`config.mk`:
```
export PLATFORM = sky130hd
export DESIGN_NAME = shbus_route
export DESIGN_NICKNAME = d
export VERILOG_FILES = /design/src/rtl/shbus_pkg.sv /design/src/rtl/shbus_pick.sv /design/src/rtl/shbus_dphase.sv /design/src/rtl/shbus_route.sv
export SDC_FILE = /design/constraint.sdc
export NUM_CORES = 1
export LEC_CHECK = 0
export BUFFER_PORTS_ARGS = -buffer_cell sky130_fd_sc_hd__buf_2
export CORE_AREA = 3 3 217 219
export CTS_CLUSTER_DIAMETER = 120
export DETAILED_ROUTE_END_ITERATION = 7
export DIE_AREA = 0 0 220 222
export GPL_TIMING_DRIVEN = 1
export PLACE_DENSITY = 0.3
export RECOVER_POWER = 50
export SYNTH_ARGS = -nofsm -noshare
export SYNTH_HDL_FRONTEND = slang
export SYNTH_HIERARCHICAL = 1
export SYNTH_SLANG_ARGS = --single-unit
export TNS_END_PERCENT = 20
```
`constraint.sdc`:
```
create_clock -name clk -period 3.5 [get_ports clk]
set_clock_uncertainty 0.15 [all_clocks]
set_input_delay 0.175 -clock clk [delete_from_list [all_inputs] [get_ports clk]]
set_output_delay 0.175 -clock clk [all_outputs]
set_load 0.005 [all_outputs]
```
`src/rtl/shbus_pkg.sv`:
```
package shbus_pkg;
    localparam int SEL_W   = 4;
    localparam int MAX_MST = 1 << SEL_W;

    typedef logic [SEL_W-1:0] mst_id_t;
endpackage

```
`src/rtl/shbus_pick.sv`:
```
module shbus_pick
    import shbus_pkg::*;
#(
    parameter int N = 6,
    parameter int W = 32
) (
    input  logic [N-1:0][W-1:0] lanes_i,
    input  mst_id_t             sel_i,
    output logic [W-1:0]        lane_o
);
    logic [N-1:0] hit;

    // one comparator per lane; an index with no lane leaves every hit low
    for (genvar g = 0; g < N; g++) begin : g_hit
        assign hit[g] = (sel_i == SEL_W'(g));
    end

    always_comb begin
        lane_o = '0;
        for (int i = 0; i < N; i++) begin
            if (hit[i]) begin
                lane_o = lane_o | lanes_i[i];
            end
        end
    end
endmodule

```
`src/rtl/shbus_dphase.sv`:
```
module shbus_dphase
    import shbus_pkg::*;
(
    input  logic    clk,
    input  logic    rst_n,
    input  logic    ready_i,
    input  mst_id_t owner_i,
    output mst_id_t dp_owner_o
);
    mst_id_t dp_q;
    mst_id_t dp_d;

    always_comb begin
        dp_d = ready_i ? owner_i : dp_q;
    end

    always_ff @(posedge clk or negedge rst_n) begin
        if (!rst_n) begin
            dp_q <= '0;
        end else begin
            dp_q <= dp_d;
        end
    end

    assign dp_owner_o = dp_q;
endmodule

```
`src/rtl/shbus_route.sv`:
```
module shbus_route
    import shbus_pkg::*;
#(
    parameter int NUM_MST = 6,
    parameter int ADDR_W  = 32,
    parameter int CTRL_W  = 14,
    parameter int DATA_W  = 32
) (
    input  logic                            clk,
    input  logic                            rst_n,
    input  logic [3:0]                      owner_i,
    input  logic                            ready_i,
    input  logic [NUM_MST-1:0][ADDR_W-1:0]  mst_addr_i,
    input  logic [NUM_MST-1:0][CTRL_W-1:0]  mst_ctrl_i,
    input  logic [NUM_MST-1:0]              mst_lock_i,
    input  logic [NUM_MST-1:0][DATA_W-1:0]  mst_wdata_i,
    output logic [ADDR_W-1:0]               bus_addr_o,
    output logic [CTRL_W-1:0]               bus_ctrl_o,
    output logic                            bus_lock_o,
    output logic [DATA_W-1:0]               bus_wdata_o
);
    mst_id_t                 dp_owner_q;
    logic [NUM_MST-1:0][0:0] lock_lanes;
    logic [0:0]              lock_sel;

    for (genvar g = 0; g < NUM_MST; g++) begin : g_lock
        assign lock_lanes[g] = mst_lock_i[g];
    end

    shbus_dphase u_dphase (
        .clk        (clk),
        .rst_n      (rst_n),
        .ready_i    (ready_i),
        .owner_i    (owner_i),
        .dp_owner_o (dp_owner_q)
    );

    shbus_pick #(.N(NUM_MST), .W(ADDR_W)) u_addr (
        .lanes_i (mst_addr_i),
        .sel_i   (owner_i),
        .lane_o  (bus_addr_o)
    );

    shbus_pick #(.N(NUM_MST), .W(CTRL_W)) u_ctrl (
        .lanes_i (mst_ctrl_i),
        .sel_i   (owner_i),
        .lane_o  (bus_ctrl_o)
    );

    shbus_pick #(.N(NUM_MST), .W(1)) u_lock (
        .lanes_i (lock_lanes),
        .sel_i   (owner_i),
        .lane_o  (lock_sel)
    );

    shbus_pick #(.N(NUM_MST), .W(DATA_W)) u_wdata (
        .lanes_i (mst_wdata_i),
        .sel_i   (dp_owner_q),
        .lane_o  (bus_wdata_o)
    );

    assign bus_lock_o = lock_sel[0];
endmodule

```
; After elaboration in Yosys (flattened, before gate mapping)
; Index checks and enable logic that the tools add are counted.
[word_totals]
regBits = 4
output_inout_bits = 79
in_bits = 481
word_cells = 57
[op_classes]
n_bitwise = 20
eq_ne = 10
reduce_logical = 2
mux = 24
[op_table]
columns = op, count
row1 = $mux W32, 12
row2 = $or A32 B32 Y32, 10
row3 = $mux W14, 6
row4 = $or A14 B14 Y14, 5
row5 = $eq A4 B2 Y1 const B, 4
row6 = $eq A4 B3 Y1 const B, 4
row7 = $eq A4 B1 Y1 const B, 2
row8 = $logic_not A4 Y1, 2
row9 = $mux W1, 6
row10 = $or A1 B1 Y1, 5

; Logic depth before layout (Yosys ltp)
; Gate-level depths: netlist of the first run.
[depth]
depth_word = 12
depth_mapped = 5
depth_no_buf = 3

; Hierarchy
; Netlist of the first run, hierarchy kept.
[modules_own_cells]
columns = mod, instances, seq_area_each_um2, area_each_um2, cells_per_inst
row1 = shbus_pick (u_addr ...), 2, 0.0, 1338.8, 153
row2 = shbus_pick (u_ctrl), 1, 0.0, 605.6, 69
row3 = shbus_dphase, 1, 100.1, 145.1, 8
row4 = shbus_pick (u_lock), 1, 0.0, 53.8, 5

; Worst setup path after synthesis of the first run
; No wires, ideal clock.
[synth_path]
path_kind = register to output
startpoint = reg u_dphase.dp_q[0] (netlist: u_dphase/dp_owner_o[0])
endpoint = out bus_wdata_o[0]
slack_ns = 1.847
required_ns = 3.175
arrival_time_ns = 1.328
path_buffers = 2
stages_incl_launch_ff = 6
cell_sequence = dfrtp_1 -> buf_4 -> buf_2 -> mux2i_1 -> o22ai_1 -> a221o_1
[synth_between]
elab_chain_len = 12
elab_cells_between_ends = 17
classes_between = eq/ne (5) / mux (6) / bitwise (5) / reduce/logical (1)
[synth_lines]
columns = element, line
row1 = "start, declared", shbus_dphase.sv:10  ; mst_id_t dp_q;
row2 = "start signal, assigned", shbus_dphase.sv:21  ; dp_q <= dp_d;
row3 = $logic_not A4 Y1, shbus_pick.sv:15  ; assign hit[g] = (sel_i == SEL_W'(g));
row4 = $mux W32, shbus_pick.sv:21  ; if (hit[i]) begin
row5 = $or A32 B32 Y32, shbus_pick.sv:22  ; lane_o = lane_o | lanes_i[i];
row6 = $mux W32, shbus_pick.sv:21
row7 = $or A32 B32 Y32, shbus_pick.sv:22
row8 = $mux W32, shbus_pick.sv:21
row9 = $or A32 B32 Y32, shbus_pick.sv:22
row10 = $mux W32, shbus_pick.sv:21
row11 = $or A32 B32 Y32, shbus_pick.sv:22
row12 = $mux W32, shbus_pick.sv:21
row13 = $or A32 B32 Y32, shbus_pick.sv:22
row14 = $mux W32 *, shbus_pick.sv:21
row15 = "end, declared", shbus_route.sv:20  ; output logic [DATA_W-1:0] bus_wdata_o
; Mark *: on every way between the ends. The rest lies on a longest branch, timed or not.

; Final worst setup path of the first run
[layout_path]
startpoint = in owner_i[3]
endpoint = out bus_addr_o[5]
[layout_between]
elab_chain_len = 12
elab_cells_between_ends = 17
classes_between = eq/ne (5) / mux (6) / bitwise (5) / reduce/logical (1)
[layout_lines]
columns = element, line
row1 = "start, declared", shbus_route.sv:11  ; input logic [3:0] owner_i,
row2 = $logic_not A4 Y1, shbus_pick.sv:15
row3 = $mux W32, shbus_pick.sv:21
row4 = $or A32 B32 Y32, shbus_pick.sv:22
row5 = $mux W32, shbus_pick.sv:21
row6 = $or A32 B32 Y32, shbus_pick.sv:22
row7 = $mux W32, shbus_pick.sv:21
row8 = $or A32 B32 Y32, shbus_pick.sv:22
row9 = $mux W32, shbus_pick.sv:21
row10 = $or A32 B32 Y32, shbus_pick.sv:22
row11 = $mux W32, shbus_pick.sv:21
row12 = $or A32 B32 Y32, shbus_pick.sv:22
row13 = $mux W32 *, shbus_pick.sv:21
row14 = "end, declared", shbus_route.sv:17  ; output logic [ADDR_W-1:0] bus_addr_o,
; Marks and branches as above.

==> flow_summary.json, run 1 <==
{
  "start_util": 0.0769,
  "synth_area_per_cell_um2": 8.97,
  "firstDrtPassIters": 4,
  "die_area_um2": 48800,
  "wire_per_inst_um": 17.5,
  "nNetsFinal": 1397,
  "track_usage": 0.0974,
  "yosysWarningCount": 6,
  "synthTopCellsByArea": "mux2i_1 45%, a221o_1 22%, o22ai_1 14%",
  "cts_buffer_depth": 2,
  "drive_above_1_share": 0.615,
  "status": "complete, but fails checks",
  "hold_viol": 0,
  "synth-edff-count": 0,
  "grt_max_degree": 56,
  "min_path_cells": 2,
  "yosys.area.top_type": "mux2i_1",
  "fin_cells": 1516,
  "maxSlewHeadroom": -0.111,
  "largest_reg_flops": 4,
  "core.rowCount": 78,
  "max_freq_mhz": 368,
  "routed_wl_um": 26600,
  "r2r_end": "u_dphase/dp_owner_o[0]",
  "post_cts_buffers": 0,
  "vias": 5803,
  "root_buffer": "clkbuf_16",
  "antenna_found_initial": 2,
  "worst_setup_path_start_kind": "input port",
  "dp_hpwl_um": 22900,
  "async_flop_share": 1.00,
  "end_kind": "output pin",
  "syn-cell-area_um2": 3480,
  "placed_cells": 1510,
  "placed_area_um2": 6880,
  "rsz0062_at_grt": "false",
  "htreeDepth": 1,
  "synth_cells": 388,
  "synthMostInstantiatedCell": "mux2i_1",
  "min_period_ns": 2.72,
  "coreArea_um2": 45300,
  "detail-route-antenna-nets": 0,
  "ys_types": 18,
  "gp_congestion": 0.839,
  "cts_repair_resize_count": 0,
  "ioPinCount": 560,
  "synth_seq_cells": 4,
  "die_y_um": 222,
  "setup_slack_ns": 0.782,
  "syn2layout_area_growth_pct": 98.7,
  "cts_tree": "yes",
  "p_per_area_nw_per_um2": 160,
  "reg2regPathDepth": 1,
  "r2r_start": "u_dphase/dp_owner_o[0]",
  "clkTransAtPathRegs_ns": 0.03,
  "fin_util": 0.153,
  "finalInstanceArea_um2": 6920,
  "clkLatencyLatePin_ns": 0.22,
  "crit_type": "in -> out",
  "io_buffers": 559,
  "tightest_slew_ns": 1.65,
  "leakage_nw": 3.73,
  "clock-sinks": 4,
  "via_per_inst": 3.83,
  "drt-initial-drc-count": 219,
  "worstPathRequired_ns": 3.17,
  "yosys-top-cells-count": "156 x mux2i_1, 78 x a221o_1, 78 x o22ai_1",
  "hold_start": "ready_i",
  "violations": "max-capacitance violations, max-slew violations",
  "worstPathMaxFanout": 19,
  "postCtsHoldBufs": 1,
  "ir_worst_vdd_uv": 143,
  "yosys.area.top_type_share": 0.448,
  "grt_pass1_vias": 6109,
  "synth_seq_area_share": 0.0287,
  "slew_viol_final": 15,
  "grt_pass1_wl_um": 35900,
  "place_ws_ns": 1.08,
  "min_to": "u_dphase/dp_owner_o[1]",
  "syn-num-nets": 869,
  "cp.arrival_ns": 2.39,
  "reg2reg_slack_ns": 2.13,
  "setup-tns-final_ns": 0,
  "synth_ff_type": "dfrtp_1",
  "period_share": 0.777,
  "hp-class": "in -> reg",
  "overflow": 0,
  "cts_buffers": 3,
  "drv_cap": 1,
  "detail_route.drc_violations": 0,
  "chipWidth_um": 220,
  "setup_viol": 0
}
==> worst max-delay path by stage <==
stage                            to  slack, ns                    from  cells past startpoint
finish                bus_addr_o[5]       0.78              owner_i[3]                      6
global route         bus_addr_o[20]       0.59              owner_i[0]                      6
CTS                  bus_wdata_o[0]       0.84  u_dphase/dp_owner_o[0]                      4
detailed placement   bus_wdata_o[0]       1.08  u_dphase/dp_owner_o[0]                      4
global placement    bus_wdata_o[21]       1.08  u_dphase/dp_owner_o[3]                      5
floorplan            bus_wdata_o[0]       1.85  u_dphase/dp_owner_o[0]                      5
==> area by class of cell <==
type,instances,area (µm²)
tap,600,751
antenna,1,2.50
clock buffer,4,78.8
multi-input combinational,333,3080
timing repair buffer,574,2900
fill,5242,38400
sequential,4,104
==> layout by cell type (no fill, tap or decap) <==
cell             n
mux2_1           2
buf_12           1
a221o_1         78
dlygate4sd3_1    1
o22ai_1         78
mux4_2           1
clkbuf_16        3
buf_6            1
nor2_1           1
nor4_1           1
or3b_1           6
clkbuf_2         1
nor4b_4          3
nor4_2           2
buf_4           11
buf_2          536
mux2_2           3
mux2i_1        156
a22o_1           1
dfrtp_1          3
dfrtp_4          1
clkbuf_1        24
diode_2          1
nor3b_1          1
==> routing by layer <==
metal | track usage | routed length (µm) | up-vias
met1 | 0.0980 | 9270 | 2662
met5 | 0 | 10 | -
met3 | 0.0222 | 2500 | 22
met2 | 0.200 | 14400 | 362
li1 | - | - | 2755
met4 | 0.0197 | 459 | 2
==> power by group <==
group | switching (mW) | total, mW | internal (mW)
registers | 0.0331 | 0.0847 | 0.0516
clock network | 0.0313 | 0.182 | 0.150
logic | 0.370 | 0.840 | 0.470
==> metrics by stage <==
step	total power [mW]	hold slack [ns]
after floorplan	0.472	-0.271
after global placement	0.938	-0.163
after detailed placement	0.936	-0.163
after CTS	1.13	0.157
after global routing	1.19	0.168
final	1.11	0.156
==> worst max-delay path, cell delays in order <==
cell and delay [ns]:
buf_2 0.26, or3b_1 0.69, clkbuf_1 0.64, o22ai_1 0.14, a221o_1 0.33, buf_2 0.14
==> kinds of logic after synthesis <==
kind of cell,synth area share
flops,0.0287
simple gates,0.0384
compound gates,0.367
mux,0.471
buf+inv,0.0949
Power figures use the tool's default switching activity.
==> run 2, diff against run 1 <==
==> constraint.sdc (replaced) <==
create_clock -name clk -period 2.6 [get_ports clk]
set_clock_uncertainty 0.15 [all_clocks]
set_input_delay 0.13 -clock clk [delete_from_list [all_inputs] [get_ports clk]]
set_output_delay 0.13 -clock clk [all_outputs]
set_load 0.005 [all_outputs]
==> flow_summary.json, run 2 (synthesis gave the netlist of run 1 again) <==
{
  "clock-sinks": 4,
  "maxSlewHeadroom": 0.395,
  "track_usage": 0.0988,
  "start_util": 0.0769,
  "chipWidth_um": 220,
  "gp_congestion": 0.829,
  "root_buffer": "clkbuf_16",
  "io_buffers": 559,
  "vias": 5860,
  "crit_cells": 6,
  "rsz0062_at_grt": "false",
  "worst_setup_path_start_kind": "input port",
  "layout_common_cells": "531 x buf_2, 156 x mux2i_1, 78 x o22ai_1, 78 x a221o_1, 27 x clkbuf_1",
  "cts_buffers": 3,
  "core.rowCount": 78,
  "dp_hpwl_um": 22800,
  "r2r_start": "u_dphase/dp_owner_o[0]",
  "antenna_found_initial": 5,
  "coreArea_um2": 45300,
  "detail_route.drc_violations": 0,
  "crit_type": "in -> out",
  "place_ws_ns": 0.353,
  "whs_ns": 0.0759,
  "wire_per_inst_um": 17.7,
  "htreeDepth": 1,
  "cts_buffer_depth": 2,
  "drive_above_1_share": 0.617,
  "worstPathRequired_ns": 2.32,
  "largest_reg_flops": 4,
  "grt_pass1_vias": 6147,
  "setup-tns-final_ns": 0,
  "setup_viol": 0,
  "overflow": 0,
  "grt_max_degree": 41,
  "max_freq_mhz": 407,
  "min_period_ns": 2.46,
  "crit_buf_inv": 3,
  "detail-route-antenna-nets": 0,
  "worstPathMaxFanout": 32,
  "nNetsFinal": 1403,
  "drv_cap": 0,
  "path_delay_family": "buffers and inverters",
  "die_y_um": 222,
  "critPathMostFrequentCell": "clkbuf_2",
  "setup_slack_ns": 0.144,
  "routed_wl_um": 27000,
  "via_per_inst": 3.84,
  "crit_path_max_incr_delay_ns": 0.48,
  "hold_start": "ready_i",
  "p_per_area_nw_per_um2": 214,
  "reg2reg_slack_ns": 1.38,
  "grt_pass1_wl_um": 36700,
  "slew_viol_final": 0,
  "die_area_um2": 48800,
  "clkTransAtPathRegs_ns": 0.03,
  "cp_cell_sequence": "clkbuf_2, or3b_1, clkbuf_2, o22ai_1, a221o_1, buf_2",
  "reg2regPathDepth": 1,
  "fin_cells": 1526,
  "ir_worst_vdd_uv": 151,
  "leakage_nw": 3.76,
  "min_path_cells": 2,
  "drt-initial-drc-count": 172,
  "clkLatencyLatePin_ns": 0.22,
  "placed_cells": 1516,
  "firstDrtPassIters": 4,
  "hp-class": "in -> reg",
  "layout_commonest_cell": "buf_2",
  "end_kind": "output pin",
  "hold_viol": 0,
  "ioPinCount": 560,
  "status": "finished clean",
  "syn2layout_area_growth_pct": 102,
  "slowest_stage": "clkbuf_2",
  "tightest_slew_ns": 0.907,
  "worstSetupStartpoint": "owner_i[2]",
  "cts_tree": "yes",
  "fin_util": 0.155,
  "cp.arrival_ns": 2.18,
  "period_share": 0.945
}
run 2: cell count changes in the layout (fill, tap and decap cells not counted), sizes merged:
cell | previous run | this run
diode | 1 | 5
clkbuf | 28 | 33
buf | 549 | 550
run 2: power by group:
part / switching (mW) / internal, mW / total [mW] / leakage [nW]
clock network: 0.0416 / 0.202 / 0.244 / 0.0382
logic: 0.519 / 0.646 / 1.17 / 3.68
registers: 0.0238 / 0.0699 / 0.0937 / 0.0459
run 2: per-layer routing:
layer	global-route usage	routed length, µm	vias to the layer above
met2	0.197	14400	373
met4	0.0345	786	0
met3	0.0159	2370	32
li1	-	-	2775
met1	0.102	9400	2680
met5	0	0	-
run 2: path summary, 6_finish.rpt:
path / to
max reg2reg: u_dphase/dp_owner_o[0]
min: u_dphase/dp_owner_o[0]
min in group asynchronous: u_dphase/dp_owner_o[0]
max in group asynchronous: u_dphase/dp_owner_o[0]
min reg2reg: u_dphase/dp_owner_o[2]
max: bus_addr_o[21]
run 2: through the flow:
step | power (mW) | area [µm²]
3_5_place_dp | 1.28 | 6980
3_3_place_gp | 1.29 | 6980
5_1_grt | 1.62 | 7030
6_report | 1.50 | 7030
4_1_cts | 1.53 | 7070
2_1_floorplan | 0.635 | 3480
run 2: what timing repair did:
action                                 4_1_cts  5_1_grt
endpoints found under the hold margin        4        0
gates resized for setup                      0        0
hold buffers                                 1        0
setup buffers                                0        0
run 2: layout make-up:
type | count | area, µm²
Antenna cell | 5 | 12.5
Clock buffer | 4 | 78.8
Fill cell | 5264 | 38300
Multi-Input combinational cell | 333 | 3100
Sequential cell | 4 | 104
Tap cell | 600 | 751
Timing Repair Buffer | 580 | 2990
